**config.mk**
```make
export PLATFORM = sky130hd
export DESIGN_NAME = sermst_ctrl
export DESIGN_NICKNAME = d
export VERILOG_FILES = /design/src/rtl/sermst_pkg.sv /design/src/rtl/sermst_prescale.sv /design/src/rtl/sermst_align.sv /design/src/rtl/sermst_shifter.sv /design/src/rtl/sermst_ctrl.sv
export SDC_FILE = /design/constraint.sdc
export NUM_CORES = 1
export LEC_CHECK = 0
export ABC_AREA = 1
export CAP_MARGIN = 0
export CELL_PAD_IN_SITES_DETAIL_PLACEMENT = 2
export CELL_PAD_IN_SITES_GLOBAL_PLACEMENT = 2
export CORE_MARGIN = 2
export CORE_UTILIZATION = 38
export CTS_CLUSTER_SIZE = 12
export DETAILED_ROUTE_END_ITERATION = 6
export DONT_BUFFER_PORTS = 1
export PLACE_DENSITY = 0.85
export RECOVER_POWER = 50
export SLEW_MARGIN = 20
export SYNTH_ARGS = -nofsm -noshare
export SYNTH_HDL_FRONTEND = slang
export SYNTH_SLANG_ARGS = --single-unit
```
**constraint.sdc**
```tcl
create_clock -name clk -period 9 [get_ports clk]
set_clock_uncertainty 0.2 [all_clocks]
set_input_delay 1.8 -clock clk [delete_from_list [all_inputs] [get_ports clk]]
set_output_delay 1.8 -clock clk [all_outputs]
set_load 0.02 [all_outputs]
```
**src/rtl/sermst_pkg.sv**
```systemverilog
// Shared constants, configuration type and helper functions for the serial master.
// Assumes a 32-bit register file with byte addressing.
package sermst_pkg;

    localparam int REG_W   = 32;
    localparam int PM_W    = 4;
    localparam int LEN_W   = 4;
    localparam int NB_W    = 6;                 // holds 1..32
    localparam int HALF_LO = 2;                 // half period per P step, fast range
    localparam int HALF_HI = 32;                // half period per P step, slow range
    localparam int CNT_W   = PM_W + $clog2(HALF_HI) + 1;

    localparam logic [7:0] OFS_CFG  = 8'h20;
    localparam logic [7:0] OFS_EVT  = 8'h24;
    localparam logic [7:0] OFS_MSK  = 8'h28;
    localparam logic [7:0] OFS_CMD  = 8'h2C;
    localparam logic [7:0] OFS_TXD  = 8'h30;
    localparam logic [7:0] OFS_RXD  = 8'h34;

    localparam int B_LOOP  = 30;
    localparam int B_CPOL  = 29;
    localparam int B_CPHA  = 28;
    localparam int B_SLOW  = 27;
    localparam int B_MSBF  = 26;
    localparam int B_MSTR  = 25;
    localparam int B_EN    = 24;
    localparam int B_LEN   = 20;
    localparam int B_PM    = 16;
    localparam int B_ALT   = 14;
    localparam int E_RXW   = 9;
    localparam int E_TXF   = 8;

    localparam logic [REG_W-1:0] CFG_KEEP = 32'h7FFF_4000;

    typedef struct packed {
        logic            loop;
        logic            cpol;
        logic            cpha;
        logic            slow;
        logic            msbf;
        logic            alt;
        logic [NB_W-1:0] nbits;
        logic [PM_W-1:0] pm;
    } cfg_t;

    // Length code to bit count: 0 means 32, codes below 3 are raised to 4 bits.
    function automatic logic [NB_W-1:0] code_to_bits(input logic [LEN_W-1:0] c);
        if (c == '0)
            return NB_W'(32);
        else if (c < LEN_W'(3))
            return NB_W'(4);
        else
            return NB_W'(c) + NB_W'(1);
    endfunction

    // Unpack the stored configuration word into named fields.
    function automatic cfg_t unpack_cfg(input logic [REG_W-1:0] m);
        cfg_t c;
        c.loop  = m[B_LOOP];
        c.cpol  = m[B_CPOL];
        c.cpha  = m[B_CPHA];
        c.slow  = m[B_SLOW];
        c.msbf  = m[B_MSBF];
        c.alt   = m[B_ALT];
        c.nbits = code_to_bits(m[B_LEN +: LEN_W]);
        c.pm    = m[B_PM +: PM_W];
        return c;
    endfunction

    // Mask keeping only the low n bits of a register word.
    function automatic logic [REG_W-1:0] len_mask(input logic [NB_W-1:0] n);
        if (n >= NB_W'(REG_W))
            return '1;
        else
            return (REG_W'(1) << n) - REG_W'(1);
    endfunction

endpackage

```
**src/rtl/sermst_prescale.sv**
```systemverilog
// Serial clock prescaler: emits a one-cycle tick at every half period of sck.
// Assumes the run input stays high for the whole transfer; the counter
// reloads while idle so the first tick comes one full half period after start.
module sermst_prescale
    import sermst_pkg::*;
(
    input  logic            clk,
    input  logic            rst_n,
    input  logic            run,
    input  logic            slow,
    input  logic [PM_W-1:0] pm,
    output logic            tick
);

    localparam int SH_LO = $clog2(HALF_LO);
    localparam int SH_HI = $clog2(HALF_HI);

    logic [CNT_W-1:0] cnt_q;
    logic [CNT_W-1:0] step;
    logic [CNT_W-1:0] reload;

    // Half period minus one, taken from the range bit and the P field.
    always_comb begin
        step   = CNT_W'(pm) + CNT_W'(1);
        reload = (slow ? (step << SH_HI) : (step << SH_LO)) - CNT_W'(1);
    end

    assign tick = run && (cnt_q == '0);

    // Down counter that reloads at each tick and while idle.
    always_ff @(posedge clk) begin
        if (!rst_n)
            cnt_q <= '0;
        else if (!run || cnt_q == '0)
            cnt_q <= reload;
        else
            cnt_q <= cnt_q - CNT_W'(1);
    end

endmodule

```
**src/rtl/sermst_align.sv**
```systemverilog
// Data justification between the 32-bit registers and the right-justified
// shift word. Normal mode uses bit 0 in both directions. Alternate mode
// moves data up according to bit order and word length.
module sermst_align
    import sermst_pkg::*;
(
    input  cfg_t             cfg,
    input  logic [REG_W-1:0] tx_reg,
    input  logic [REG_W-1:0] rx_word,
    output logic [REG_W-1:0] tx_word,
    output logic [REG_W-1:0] rx_view
);

    logic [4:0]       tx_sh;
    logic [4:0]       rx_sh;
    logic [REG_W-1:0] keep;

    // Pick the shift distances for each direction.
    always_comb begin
        tx_sh = 5'd0;
        rx_sh = 5'd0;
        if (cfg.alt) begin
            if (cfg.msbf) begin
                if (cfg.nbits <= NB_W'(8)) begin
                    tx_sh = 5'd24;
                    rx_sh = 5'd16;
                end else if (cfg.nbits <= NB_W'(16)) begin
                    tx_sh = 5'd16;
                    rx_sh = 5'd16;
                end
            end else if (cfg.nbits <= NB_W'(8)) begin
                rx_sh = 5'd8;
            end
        end
    end

    // Apply shifts and trim to the word length.
    always_comb begin
        keep    = len_mask(cfg.nbits);
        tx_word = (tx_reg >> tx_sh) & keep;
        rx_view = (rx_word & keep) << rx_sh;
    end

endmodule

```
**src/rtl/sermst_shifter.sv**
```systemverilog
// Full-duplex shift engine. It keeps the word right-justified in a 32-bit
// register, taps it at bit n-1 or bit 0 by bit order, and toggles sck once
// per prescaler tick for 2n ticks. Assumes cfg is frozen while busy.
module sermst_shifter
    import sermst_pkg::*;
(
    input  logic             clk,
    input  logic             rst_n,
    input  logic             start,
    input  logic             abort,
    input  logic             tick,
    input  cfg_t             cfg,
    input  logic [REG_W-1:0] tx_word,
    input  logic             miso,
    output logic             busy,
    output logic             done,
    output logic             phase,
    output logic             mosi,
    output logic [REG_W-1:0] rx_word
);

    localparam int EC_W = NB_W + 1;

    logic [REG_W-1:0] txsh_q;
    logic [REG_W-1:0] rxsh_q;
    logic [EC_W-1:0]  edge_q;
    logic             busy_q;
    logic             done_q;
    logic             phase_q;
    logic             mosi_q;
    logic [4:0]       tap;
    logic             lead;
    logic             last;
    logic             do_shift;
    logic             do_sample;
    logic             din;

    // Decode the current edge: lead edges are even counts, the last is 2n-1.
    always_comb begin
        tap       = 5'(cfg.nbits - NB_W'(1));
        lead      = ~edge_q[0];
        last      = (edge_q == EC_W'({cfg.nbits, 1'b0} - EC_W'(1)));
        do_sample = cfg.cpha ? ~lead : lead;
        do_shift  = cfg.cpha ? lead : (~lead & ~last);
        din       = cfg.loop ? mosi_q : miso;
    end

    // Transfer sequencing, data launch and capture.
    always_ff @(posedge clk) begin
        if (!rst_n) begin
            busy_q  <= 1'b0;
            done_q  <= 1'b0;
            phase_q <= 1'b0;
            mosi_q  <= 1'b0;
            edge_q  <= '0;
            txsh_q  <= '0;
            rxsh_q  <= '0;
        end else if (abort) begin
            busy_q  <= 1'b0;
            done_q  <= 1'b0;
            phase_q <= 1'b0;
        end else if (start) begin
            busy_q  <= 1'b1;
            done_q  <= 1'b0;
            phase_q <= 1'b0;
            edge_q  <= '0;
            rxsh_q  <= '0;
            if (!cfg.cpha) begin
                mosi_q <= cfg.msbf ? tx_word[tap] : tx_word[0];
                txsh_q <= cfg.msbf ? (tx_word << 1) : (tx_word >> 1);
            end else begin
                mosi_q <= 1'b0;
                txsh_q <= tx_word;
            end
        end else begin
            done_q <= 1'b0;
            if (busy_q && tick) begin
                phase_q <= ~phase_q;
                edge_q  <= edge_q + EC_W'(1);
                if (do_shift) begin
                    mosi_q <= cfg.msbf ? txsh_q[tap] : txsh_q[0];
                    txsh_q <= cfg.msbf ? (txsh_q << 1) : (txsh_q >> 1);
                end
                if (do_sample) begin
                    rxsh_q <= cfg.msbf ? ((rxsh_q << 1) | REG_W'(din))
                                       : ((rxsh_q >> 1) | (REG_W'(din) << tap));
                end
                if (last) begin
                    busy_q <= 1'b0;
                    done_q <= 1'b1;
                end
            end
        end
    end

    assign busy    = busy_q;
    assign done    = done_q;
    assign phase   = phase_q;
    assign mosi    = mosi_q;
    assign rx_word = rxsh_q;

endmodule

```
**src/rtl/sermst_ctrl.sv**
```systemverilog
// Register-mapped serial master: register decode, event and interrupt logic,
// and the glue around prescaler, aligner and shift engine. Assumes a
// single-cycle write strobe and a read path that has no side effects.
module sermst_ctrl
    import sermst_pkg::*;
#(
    parameter int ADDR_W = 8
) (
    input  logic              clk,
    input  logic              rst_n,
    input  logic              wr_en,
    input  logic [ADDR_W-1:0] addr,
    input  logic [REG_W-1:0]  wdata,
    output logic [REG_W-1:0]  rdata,
    output logic              irq,
    output logic              sck,
    output logic              mosi,
    input  logic              miso
);

    logic [REG_W-1:0] cfg_q;
    logic [REG_W-1:0] cmd_q;
    logic [REG_W-1:0] txd_q;
    logic [REG_W-1:0] rxd_q;
    logic [1:0]       msk_q;
    logic             ev_rxw_q;
    logic             ev_txf_q;

    cfg_t             cfg;
    logic             en;
    logic             sel_cfg, sel_evt, sel_msk, sel_cmd, sel_txd, sel_rxd;
    logic             abort;
    logic             start;
    logic             eng_busy;
    logic             eng_done;
    logic             eng_phase;
    logic             tick;
    logic [REG_W-1:0] tx_word;
    logic [REG_W-1:0] rx_word;
    logic [REG_W-1:0] rx_view;

    // Address decode and control strobes.
    always_comb begin
        sel_cfg = (addr == ADDR_W'(OFS_CFG));
        sel_evt = (addr == ADDR_W'(OFS_EVT));
        sel_msk = (addr == ADDR_W'(OFS_MSK));
        sel_cmd = (addr == ADDR_W'(OFS_CMD));
        sel_txd = (addr == ADDR_W'(OFS_TXD));
        sel_rxd = (addr == ADDR_W'(OFS_RXD));
        cfg     = unpack_cfg(cfg_q);
        en      = cfg_q[B_EN];
        abort   = wr_en && sel_cfg && en && !wdata[B_EN];
        start   = wr_en && sel_txd && en && !eng_busy;
    end

    // Configuration register: fields load only while enable is clear.
    always_ff @(posedge clk) begin
        if (!rst_n)
            cfg_q <= '0;
        else if (wr_en && sel_cfg) begin
            if (!en)
                cfg_q <= wdata & CFG_KEEP;
            else
                cfg_q[B_EN] <= wdata[B_EN];
        end
    end

    // Command and mask storage.
    always_ff @(posedge clk) begin
        if (!rst_n) begin
            cmd_q <= '0;
            msk_q <= '0;
        end else begin
            if (wr_en && sel_cmd)
                cmd_q <= wdata;
            if (wr_en && sel_msk)
                msk_q <= {wdata[E_RXW], wdata[E_TXF]};
        end
    end

    // Transmit holding copy and receive capture.
    always_ff @(posedge clk) begin
        if (!rst_n) begin
            txd_q <= '0;
            rxd_q <= '0;
        end else begin
            if (start)
                txd_q <= wdata;
            if (eng_done)
                rxd_q <= rx_view;
        end
    end

    // Event flags: write-one-to-clear, completion sets, start and abort have the last word.
    always_ff @(posedge clk) begin
        if (!rst_n) begin
            ev_rxw_q <= 1'b0;
            ev_txf_q <= 1'b1;
        end else begin
            if (wr_en && sel_evt) begin
                if (wdata[E_RXW]) ev_rxw_q <= 1'b0;
                if (wdata[E_TXF]) ev_txf_q <= 1'b0;
            end
            if (eng_done) begin
                ev_rxw_q <= 1'b1;
                ev_txf_q <= 1'b1;
            end
            if (start)
                ev_txf_q <= 1'b0;
            if (abort) begin
                ev_rxw_q <= 1'b0;
                ev_txf_q <= 1'b1;
            end
        end
    end

    // Read multiplexer.
    always_comb begin
        rdata = '0;
        if (sel_cfg) rdata = cfg_q;
        if (sel_evt) rdata = (REG_W'(ev_rxw_q) << E_RXW) | (REG_W'(ev_txf_q) << E_TXF);
        if (sel_msk) rdata = (REG_W'(msk_q[1]) << E_RXW) | (REG_W'(msk_q[0]) << E_TXF);
        if (sel_cmd) rdata = cmd_q;
        if (sel_txd) rdata = txd_q;
        if (sel_rxd) rdata = rxd_q;
    end

    // Output pins: interrupt and clock at its idle level plus engine phase.
    always_comb begin
        irq = (ev_rxw_q && msk_q[1]) || (ev_txf_q && msk_q[0]);
        sck = cfg.cpol ^ eng_phase;
    end

    sermst_prescale u_prescale (
        .clk   (clk),
        .rst_n (rst_n),
        .run   (eng_busy),
        .slow  (cfg.slow),
        .pm    (cfg.pm),
        .tick  (tick)
    );

    sermst_align u_align (
        .cfg     (cfg),
        .tx_reg  (wdata),
        .rx_word (rx_word),
        .tx_word (tx_word),
        .rx_view (rx_view)
    );

    sermst_shifter u_shifter (
        .clk     (clk),
        .rst_n   (rst_n),
        .start   (start),
        .abort   (abort),
        .tick    (tick),
        .cfg     (cfg),
        .tx_word (tx_word),
        .miso    (miso),
        .busy    (eng_busy),
        .done    (eng_done),
        .phase   (eng_phase),
        .mosi    (mosi),
        .rx_word (rx_word)
    );

endmodule

```
==> results of run 1 <==
==> worst register-to-register path: stages (launching register included) <==
cell,delay (ns)
dfxtp_1,0.37
inv_1,0.21
ha_1,0.30
o21ai_1,0.14
nand2_2,0.07
clkbuf_1,1.79
clkinv_1,0.48
ha_1,1.19
clkinv_1,0.31
o21ai_0,0.25
a211oi_1,0.07
nand3_1,0.10
nor2_1,0.06
nand4_1,0.15
nand2_1,0.09
a31oi_2,0.75
inv_2,0.50
a31oi_1,0.28
o21ai_0,0.12
a21oi_1,0.15
==> state kept, by name, summed over array words and instances (netlist names) <==
register,flops
cmd_q,32
rxd_q,32
txd_q,32
u_shifter.rx_word,32
u_shifter.txsh_q,32
cfg_q,16
u_prescale.cnt_q,10
u_shifter.edge_q,7
msk_q,2
ev_rxw_q,1
ev_txf_q,1
u_shifter.busy,1
u_shifter.done,1
u_shifter.mosi,1
u_shifter.phase,1
==> power breakdown <==
part	total [mW]	switching, mW	internal, mW	leakage (nW)
Sequential	0.891	0.000692	0.890	1.62
Combinational	0.0838	0.0646	0.0193	3.79
Clock	1.01	0.430	0.576	0.380
Total	1.98	0.495	1.49	5.79
==> through the flow <==
| step | hold slack (ns) | cell area (um2) | cells | utilization |
|---|---|---|---|---|
| 6_report | 0.273 | 14000 | 2464 | 0.408 |
| 5_1_grt | 0.294 | 14000 | 2464 | 0.408 |
| 4_1_cts | 0.275 | 14000 | 2464 | 0.410 |
| 3_5_place_dp | 0.263 | 13300 | 2422 | 0.387 |
| 3_3_place_gp | 0.242 | 13300 | 2422 | 0.387 |
| 2_1_floorplan | 0.230 | 13100 | 2089 | - |
==> layout by cell type (no fill, tap or decap), types with 3 or more instances in the layout <==
cell type	Yosys	layout
nor4_1	12	15
nand3_1	211	211
nand4_2	6	5
nor3b_1	3	3
o31ai_1	9	9
nand2_2	3	4
dfxtp_1	201	200
o311ai_0	8	8
and2_1	4	3
o2111ai_1	18	18
a221o_1	4	4
o211ai_1	53	53
nand4_1	39	40
inv_1	184	182
ha_1	11	11
a21oi_1	222	222
clkbuf_1	111	8
clkinv_2	0	5
o21ai_1	8	7
o221ai_1	8	8
xor2_1	6	6
nor2_2	12	10
nand2_1	447	446
a31oi_1	14	14
nand3_2	5	5
o22ai_1	25	25
clkbuf_16	0	25
clkinv_1	7	9
nor2_1	177	180
clkbuf_8	0	5
buf_4	3	19
a211oi_1	21	21
nor3_1	14	14
o21ai_0	176	177
inv_2	12	11
==> routing by layer <==
metal / global-route usage / part of all wire
met1: 0.470 / 0.43
met2: 0.592 / 0.47
met3: 0.0485 / 0.063
met4: 0.145 / 0.045
met5: 0 / 0
==> logic make-up (layout without fill, tap and decap cells) <==
logic type / after synthesis / in the layout
adders and majority gates: 11 / 11
and+or+nand+nor: 944 / 944
DFF: 201 / 201
buffers and inverters: 347 / 267
AOI/OAI and AO/OA: 578 / 578
xor gates and xnor gates: 8 / 8
==> how the worst max path moves through the flow <==
stage / start / end / slack [ns]
2_1_floorplan: addr[4] / rdata[15] / 3.25
3_3_place_gp: addr[1] / u_shifter.txsh_q[27] / 2.58
3_5_place_dp: addr[1] / u_shifter.txsh_q[27] / 2.25
4_1_cts: addr[1] / rdata[28] / 2.42
5_1_grt: cfg_q[21] / u_shifter.txsh_q[27] / 1.04
6_report: cfg_q[21] / u_shifter.txsh_q[27] / 1.33
==> final cells by class <==
| type | count | area (um2) | area share |
|---|---|---|---|
| well taps | 455 | 569 | 0.0407 |
| clock buffers | 35 | 713 | 0.0510 |
| inverters | 203 | 763 | 0.0546 |
| multi-input cells | 1541 | 7700 | 0.550 |
| repair buffers | 22 | 154 | 0.0110 |
| flip-flops and latches | 201 | 4030 | 0.288 |
| clock inverters | 7 | 65.1 | 0.00465 |
==> qor.csv, run 1 <==
stage,metric,value,unit
routing,DR vias,15600,
cells_and_area,diode count,0,
timing,Setup WS post-layout,1.33,ns
setup_path,CP arrival,7.92,ns
logic_synthesis,post-synthesis xor/xnor area fraction,0.00591,
global_route,largest net degree at the start of global routing,94,
logic_synthesis,cell taking the most area after synthesis,dfxtp_1,
power,Final Power,1.98,mW
timing,fmax,130,MHz
clocking,number of gates resized after CTS,0,
timing,"Slew Viols, Final",100,
setup_path,CP max-delay cell,clkbuf_1,
setup_path,Critical Path Start Type,register,
global_route,gr usage total,0.358,
routing,routed wire length,65800,um
setup_path,sum of buffers and inverters on the critical path,5,
power,P_leak,5.79,nW
clocking,"Setup Fix Bufs, Post-CTS",0,
logic_synthesis,"Cell Area, Synth",13100,um2
logic_synthesis,top-count cell post-synth,nand2_1,
routing,drt via density,6.35,
cells_and_area,share of cells above drive strength 1,0.0503,
setup_path,CP Class,register to register,
setup_path,critical-path maximum fanout,48,
global_route,initial antenna violation count,0,
logic_synthesis,Unique masters post-synth,56,
setup_path,CP max stage delay,1.79,ns
logic_synthesis,Yosys Warn Count,0,
timing,Final Cycle Share,0.852,
global_route,vias in the first global route,16300,
logic_synthesis,Post-synth EDFFs,0,
logic_synthesis,Compound-Gate Fraction of Synth Area,0.256,
logic_synthesis,mux share of post-synthesis cell area,0,
timing,sum of negative setup slack,0,ns
timing,final hold violation count,0,
power,pwr/cell area,142,nW/um2
timing,max_slew headroom,-0.701,
worst_hold_path,worst hold endpoint,rxd_q[12],
place,pre-CTS WS,2.25,ns
routing,drt pass-1 iters,5,
die,Initial Util,0.382,
clocking,Clock Latency Late Sink,0.55,ns
clocking,clk buf depth,3,
clocking,H-Tree Depth,1,
die,Die Ht,190,um
place,Final HPWL DP,45400,um
logic_synthesis,synthesized area per cell,6.28,um2
die,Die ar.,36000,um2
job,max_cap viols,4,
timing,actual slew at the worst max-slew pin,2.55,ns
logic_synthesis,sequential area share after synthesis,0.307,
die,cell row count,68,
logic_synthesis,Synth Area in Adders,0.0105,
setup_path,FF-to-FF End,u_shifter.txsh_q[27],
logic_synthesis,most instantiated cells after synthesis,"nand2_1 (447), a21oi_1 (222), nand3_1 (211)",
status,failing checks,"capacitance limit, slew limit",
logic_synthesis,synthesized flop and latch total,201,
die,I/O pin cnt,79,
logic_synthesis,Mapped Nets,2144,
worst_hold_path,Worst Hold Depth,2,
worst_hold_path,hold_sp,rxd_q[12],
cells_and_area,filler instances,4169,
setup_path,r2r worst-path depth,19,
global_route,first-pass GRT wire length,99600,um
logic_synthesis,Area contributors post-synth,"dfxtp_1 (31%), nand2_1 (13%), a21oi_1 (8.5%)",
logic_synthesis,Synth Flop Type,dfxtp_1,
die,DIE WIDTH,190,um
clocking,CTS tree,built,
routing,1st-iter DRT viols,1432,
setup_path,CP required,9.25,ns
routing,Antenna Nets Post-Route,0,
place,GPL Wtd Cong,0.937,
place,IO buf count,0,
cells_and_area,Synth-to-Final Area Change,6.67,%
worst_hold_path,Hold WC Path Type,register to register,
setup_path,worst r2r src,cfg_q[21],
setup_path,CP top delay family,buffers and inverters,
logic_synthesis,cell count after synthesis,2089,
timing,Final Setup Violations,0,
logic_synthesis,Post-synth ARST share,0,
power,Peak VDD IR,172,uV
setup_path,Worst path depth,19,
timing,unrepaired setup endpoints after global routing,false,
routing,DR WL/cell,26.7,um
setup_path,R2R Setup Slk,1.33,ns
status,status,"complete, but fails checks",
logic_synthesis,Synth Area in Simple Gates,0.318,
clocking,"Clk pin slew, worst setup/hold paths",0.06,ns
logic_synthesis,area share of the leading cell type in the synthesized netlist,0.307,
routing,DRC,0,
logic_synthesis,main combinational cell family by area after synthesis,simple AND/OR/NAND/NOR gates,
setup_path,Setup crit end kind,register,
clocking,clock net sink count,201,
timing,crit path time final,7.67,ns
setup_path,CP Cell Sequence,inv_1 -> ha_1 -> o21ai_1 -> nand2_2 -> clkbuf_1 -> clkinv_1 -> ha_1 -> clkinv_1 -> o21ai_0 -> a211oi_1 -> nand3_1 -> nor2_1 -> nand4_1 -> nand2_1 -> a31oi_2 -> inv_2 -> a31oi_1 -> o21ai_0 -> a21oi_1,
die,core area,34300,um2
clocking,hold buffer count at cts,0,
global_route,total global routing overflow,0,
clocking,Root Driver,clkbuf_16,
clocking,Num CTS Buffers,24,
cells_and_area,nets@finish,2048,
Power figures use the tool's default switching activity.
==> run 2, diff against run 1 <==
--- a/config.mk
+++ b/config.mk
@@ -14,7 +14,7 @@
 export CTS_CLUSTER_SIZE = 12
 export DETAILED_ROUTE_END_ITERATION = 6
 export DONT_BUFFER_PORTS = 1
-export PLACE_DENSITY = 0.85
+export PLACE_DENSITY = 0.92
 export RECOVER_POWER = 50
 export SLEW_MARGIN = 20
 export SYNTH_ARGS = -nofsm -noshare
==> run 2 against run 1 <==
- the flow still finishes with violations (capacitance limit, slew limit)
- via count rose by 8.7%
- flip-flop and latch count is the same
- clock power increased by 5%
- setup slack lost 0.20 ns
- largest power group unchanged
==> qor.csv, run 2 (synthesis gave the netlist of run 1 again) <==
stage,metric,value,unit,change
status,status,"complete, but fails checks",,
status,failing checks,"capacitance limit, slew limit",,
cells_and_area,Final Instance Count excl. Fillers,2465,,+0.041%
clocking,CTS tree,built,,
power,Final Power,2.04,mW,+3.1%
setup_path,CP arrival,8.06,ns,+0.14 ns
clocking,Root Driver,clkbuf_16,,
cells_and_area,nets@finish,2048,,unchanged
cells_and_area,"commonest non-fill, non-tap cell in the layout",nand2_1,,
timing,sum of negative setup slack,0,ns,unchanged
timing,Final Setup Violations,0,,unchanged
global_route,gr usage total,0.424,,+0.0663
timing,crit path time final,7.87,ns,+0.202 ns
routing,1st-iter DRT viols,1921,,+34%
die,Initial Util,0.382,,unchanged
die,I/O pin cnt,79,,unchanged
timing,Final Cycle Share,0.875,,+0.0224
routing,drt pass-1 iters,6,,+1
timing,final hold violation count,0,,unchanged
clocking,"Clk pin slew, worst setup/hold paths",0.07,ns,about the same
routing,DR vias,17000,,+8.7%
timing,"Slew Viols, Final",178,,+78%
global_route,first-pass GRT wire length,116000,um,+16%
power,Net Sw Power,0.553,mW,+12%
job,max_cap viols,4,,unchanged
place,GPL Wtd Cong,0.939,,+0.18%
cells_and_area,post-route cell area,14000,um2,+0.20%
timing,unrepaired setup endpoints after global routing,false,,
setup_path,CP required,9.19,ns,-0.06 ns
cells_and_area,"commonest cells after routing, fill and taps aside","nand2_1 (446), a21oi_1 (222), nand3_1 (212), dfxtp_1 (200), inv_1 (184)",,
clocking,clk buf depth,3,,unchanged
routing,drt via density,6.89,,+8.6%
place,DP Area,13300,um2,about the same
place,Final HPWL DP,49700,um,+9.5%
setup_path,CP Class,register to register,,
place,IO buf count,0,,unchanged
global_route,total global routing overflow,0,,unchanged
power,Comb pwr share,0.046,,+0.004
routing,routed wire length,78100,um,+19%
clocking,Clock Latency Late Sink,0.59,ns,+0.04 ns
clocking,number of gates resized after CTS,0,,unchanged
global_route,initial antenna violation count,5,,+5
cells_and_area,Final Util,0.409,,+0.000803
setup_path,Critical Path Start Type,register,,
timing,max_slew headroom,-1.75,,-1.05
power,Flop pwr share,0.436,,-0.014
power,Peak VDD IR,140,uV,-19%
global_route,vias in the first global route,18100,,+11%
clocking,hold buffer count at cts,0,,unchanged
global_route,largest net degree at the start of global routing,94,,unchanged
die,DIE WIDTH,190,um,unchanged
die,core area,34300,um2,unchanged
worst_hold_path,Hold WC Path Type,register to register,,
cells_and_area,share of cells above drive strength 1,0.0523,,+0.00202
routing,Antenna Nets Post-Route,0,,unchanged
setup_path,Setup crit end kind,register,,
power,Clk network pwr share,0.518,,+0.010
power,Pint,1.49,mW,+0.26%
cells_and_area,Synth-to-Final Area Change,6.88,%,
die,cell row count,68,,unchanged
clocking,H-Tree Depth,1,,unchanged
timing,fmax,127,MHz,-2.6%
timing,actual slew at the worst max-slew pin,4.13,ns,+1.58 ns
routing,DR WL/cell,31.7,um,+19%
power,P_leak,5.83,nW,+0.79%
setup_path,R2R Setup Slk,1.13,ns,-0.20 ns
power,pwr/cell area,146,nW/um2,+2.9%
clocking,clock net sink count,201,,unchanged
die,Die Ht,190,um,unchanged
die,Die ar.,36000,um2,unchanged
routing,DRC,0,,unchanged
place,DP Cell Count,2421,,-0.041%
clocking,"Setup Fix Bufs, Post-CTS",0,,unchanged
setup_path,critical-path maximum fanout,48,,unchanged
power,switching share of power,0.271,,+0.0208
clocking,Num CTS Buffers,25,,+4.2%
## run 2: power groups by stage
stage,clock network (mW),logic [mW],registers [mW]
CTS,1.05,0.0883,0.891
floorplan,0,0.0574,0.911
detailed placement,0,0.0836,0.911
finish,1.06,0.0940,0.891
global placement,0,0.0786,0.911
global route,1.08,0.0964,0.891
## run 2: final cells by class
cell class                 instances  area [um2]
fill                            4126       20300
multi-input combinational       1541        7710
sequential                       201        4030
inverter                         203         763
clock buffer                      33         706
tap                              455         569
timing repair buffer              21         146
clock inverter                     9        88.8
antenna                            2        5.00
## run 2: critical path, cell delays in order (launching register included)
cell	delay, ns
dfxtp_1	0.38
inv_1	0.23
ha_1	0.29
o21ai_0	0.19
nand2_2	0.10
buf_4	0.49
ha_1	0.60
inv_1	0.09
nor2_1	0.13
nand3_1	0.32
a21oi_4	0.23
clkbuf_1	1.65
inv_2	0.90
nand3_1	0.37
o21ai_1	0.16
nand3_1	0.15
nand3_1	0.12
nand3_1	0.12
nand2_1	0.08
nor2_1	0.13
nor2_1	0.05
nor2_1	0.08
nand2_1	0.07
nand2_1	0.07
nand2_1	0.12
nand2_1	0.20
a21oi_1	0.09
## run 2: through the flow
step,hold slack [ns],setup WS (ns)
4_1_cts,0.279,2.30
5_1_grt,0.306,0.871
6_report,0.282,1.13
2_1_floorplan,0.230,3.25
3_3_place_gp,0.254,2.76
3_5_place_dp,0.269,2.46
## run 2: worst paths after layout
check	startpoint	end	cells after the start
max	cfg_q[20]	u_shifter.mosi	26
max reg2reg	cfg_q[20]	u_shifter.mosi	26
min	u_shifter.txsh_q[19]	u_shifter.txsh_q[19]	2
min reg2reg	u_shifter.txsh_q[19]	u_shifter.txsh_q[19]	2
## run 2: metal layers
metal  part of all wire  wire length, um  vias up  global-route usage
met2               0.45            35100     1181               0.677
li1                   -                -     6951                   -
met4              0.089             6970        6               0.328
met3              0.095             7410      508               0.111
met1               0.37            28500     8344               0.486
met5            0.00046               36        -                   0
==> run 3, diff against run 2 <==
--- a/config.mk
+++ b/config.mk
@@ -10,13 +10,12 @@
 export CELL_PAD_IN_SITES_DETAIL_PLACEMENT = 2
 export CELL_PAD_IN_SITES_GLOBAL_PLACEMENT = 2
 export CORE_MARGIN = 2
-export CORE_UTILIZATION = 38
+export CORE_UTILIZATION = 30
 export CTS_CLUSTER_SIZE = 12
 export DETAILED_ROUTE_END_ITERATION = 6
 export DONT_BUFFER_PORTS = 1
-export PLACE_DENSITY = 0.92
+export PLACE_DENSITY = 0.76
 export RECOVER_POWER = 50
-export SLEW_MARGIN = 20
 export SYNTH_ARGS = -nofsm -noshare
 export SYNTH_HDL_FRONTEND = slang
 export SYNTH_SLANG_ARGS = --single-unit
==> run 3 against run 2 <==
- the run still ends with capacitance limit, slew limit left
- routed wire length down 19%
- sequential share of layout area is 0.57 points lower
- non-clock buffer count increased by 3
- sequential power hardly changed
- cell area increased by 2.0%
- final cell count up 5.5%
- fmax grew 5.7%
- utilization decreased by 7.7 points
- total power is 3.2% higher
- clock power is 7% higher
- critical endpoint is now rdata[1]
==> qor.csv, run 3 (synthesis gave the netlist of run 1 again) <==
stage,metric,value,unit,change
status,status,"complete, but fails checks",,
status,failing checks,"capacitance limit, slew limit",,
worst_hold_path,Hold WC Path Type,register to register,,
die,cell row count,76,,+12%
die,Die ar.,45400,um2,+26%
clocking,clock net sink count,201,,unchanged
setup_path,Setup crit end kind,output pin,,
global_route,initial antenna violation count,1,,-4
setup_path,Critical Path Start Type,input port,,
global_route,first-pass GRT wire length,96400,um,-17%
timing,Final Cycle Share,0.827,,-0.0472
clocking,clk buf depth,3,,unchanged
power,P_leak,5.87,nW,+0.74%
cells_and_area,"commonest non-fill, non-tap cell in the layout",nand2_1,,
clocking,"Clk pin slew, worst setup/hold paths",0.06,ns,about the same
place,IO buf count,0,,unchanged
timing,crit path time final,7.45,ns,-0.425 ns
timing,fmax,134,MHz,+5.7%
cells_and_area,diode count,0,,-2
routing,routed wire length,63600,um,-19%
setup_path,critical-path maximum fanout,16,,-67%
setup_path,r2r worst-path depth,26,,unchanged
setup_path,R2R Setup Slk,2.98,ns,+1.85 ns
job,max_cap viols,4,,unchanged
place,GPL Wtd Cong,0.912,,-2.9%
die,Die Ht,213,um,+12%
clocking,number of gates resized after CTS,0,,unchanged
setup_path,FF-to-FF End,u_shifter.mosi,,
power,Final Power,2.11,mW,+3.2%
global_route,total global routing overflow,0,,unchanged
power,pwr/cell area,147,nW/um2,+1.2%
die,core area,43100,um2,+26%
timing,max_slew headroom,-1.81,,-0.0602
routing,drt via density,5.83,,-15%
global_route,largest net degree at the start of global routing,94,,unchanged
clocking,"Setup Fix Bufs, Post-CTS",0,,unchanged
clocking,Clock Latency Late Sink,0.57,ns,-0.02 ns
setup_path,worst r2r src,cfg_q[20],,
cells_and_area,nets@finish,2052,,+0.20%
clocking,hold buffer count at cts,0,,unchanged
global_route,gr usage total,0.276,,-0.148
routing,drt pass-1 iters,5,,-1
clocking,Num CTS Buffers,26,,+4.0%
clocking,Root Driver,clkbuf_16,,
timing,Final Setup Violations,0,,unchanged
routing,DR vias,15200,,-11%
cells_and_area,"commonest cells after routing, fill and taps aside","nand2_1 (447), a21oi_1 (222), nand3_1 (211), dfxtp_1 (200), inv_1 (183)",,
global_route,vias in the first global route,15500,,-14%
setup_path,CP arrival,5.45,ns,-2.61 ns
routing,Antenna Nets Post-Route,0,,unchanged
setup_path,CP required,7.00,ns,-2.19 ns
setup_path,Crit. Startpoint,addr[4],,
clocking,H-Tree Depth,1,,unchanged
place,Final HPWL DP,46500,um,-6.5%
routing,DRC,0,,unchanged
worst_hold_path,Worst Hold Depth,2,,unchanged
timing,"Slew Viols, Final",230,,+29%
power,Peak VDD IR,147,uV,+4.9%
cells_and_area,Synth-to-Final Area Change,9.02,%,
cells_and_area,share of cells above drive strength 1,0.0536,,+0.00131
timing,unrepaired setup endpoints after global routing,false,,
die,Initial Util,0.304,,-0.0780
routing,DR WL/cell,24.5,um,-23%
setup_path,CP Class,input port to output pin,,
cells_and_area,Final Util,0.332,,-0.0769
worst_hold_path,worst hold endpoint,u_shifter.rx_word[31],,
clocking,CTS tree,built,,
die,DIE WIDTH,213,um,+12%
timing,sum of negative setup slack,0,ns,unchanged
die,I/O pin cnt,79,,unchanged
timing,actual slew at the worst max-slew pin,4.22,ns,+0.0903 ns
worst_hold_path,hold_sp,u_shifter.rx_word[31],,
routing,1st-iter DRT viols,1189,,-38%
timing,final hold violation count,0,,unchanged
## run 3: layout make-up
type | count | area (um2)
clock buffers | 33 | 697
multi-input cells | 1541 | 7720
repair buffers | 24 | 158
flip-flops and latches | 201 | 4030
well taps | 585 | 732
inverters | 203 | 763
clock inverters | 13 | 208
fillers | 5279 | 28800
## run 3: worst max path at each step
stage                      endpoint  slack, ns  depth (start not counted)
after floorplan           rdata[15]       3.25                          8
after CTS                  rdata[1]       2.51                          8
final                      rdata[1]       1.55                          8
after global routing       cmd_q[7]       1.20                         10
after detailed placement   rdata[1]       2.54                          8
after global placement    rdata[15]       2.66                          8
## run 3: layer usage
| metal | global-route usage | vias up | wire (um) | part of all wire |
|---|---|---|---|---|
| met5 | 0 | - | 17 | 0.00027 |
| met4 | 0.0875 | 2 | 2230 | 0.035 |
| met3 | 0.0356 | 117 | 3160 | 0.050 |
| met2 | 0.463 | 411 | 30100 | 0.47 |
| met1 | 0.368 | 7680 | 28100 | 0.44 |
| li1 | - | 6957 | - | - |
## run 3: report_power, final
group          internal [mW]  switching [mW]
clock                  0.690           0.442
sequential             0.891        0.000637
combinational         0.0192          0.0654
total                   1.60           0.508
## run 3: worst max-delay path: stages
cell	delay [ns]
nor4_1	0.65
inv_1	0.11
nor4_1	1.31
inv_1	0.49
buf_4	0.37
o21ai_0	0.16
o21ai_0	0.11
a21oi_1	0.43
## run 3: through the flow
stage / setup slack [ns] / hold WS (ns) / instance area [um2] / cells
after global routing: 1.20 / 0.293 / 14300 / 2600
final: 1.55 / 0.271 / 14300 / 2600
after detailed placement: 2.54 / 0.266 / 13400 / 2554
after floorplan: 3.25 / 0.230 / 13100 / 2089
after CTS: 2.51 / 0.274 / 14400 / 2600
after global placement: 2.66 / 0.253 / 13400 / 2554
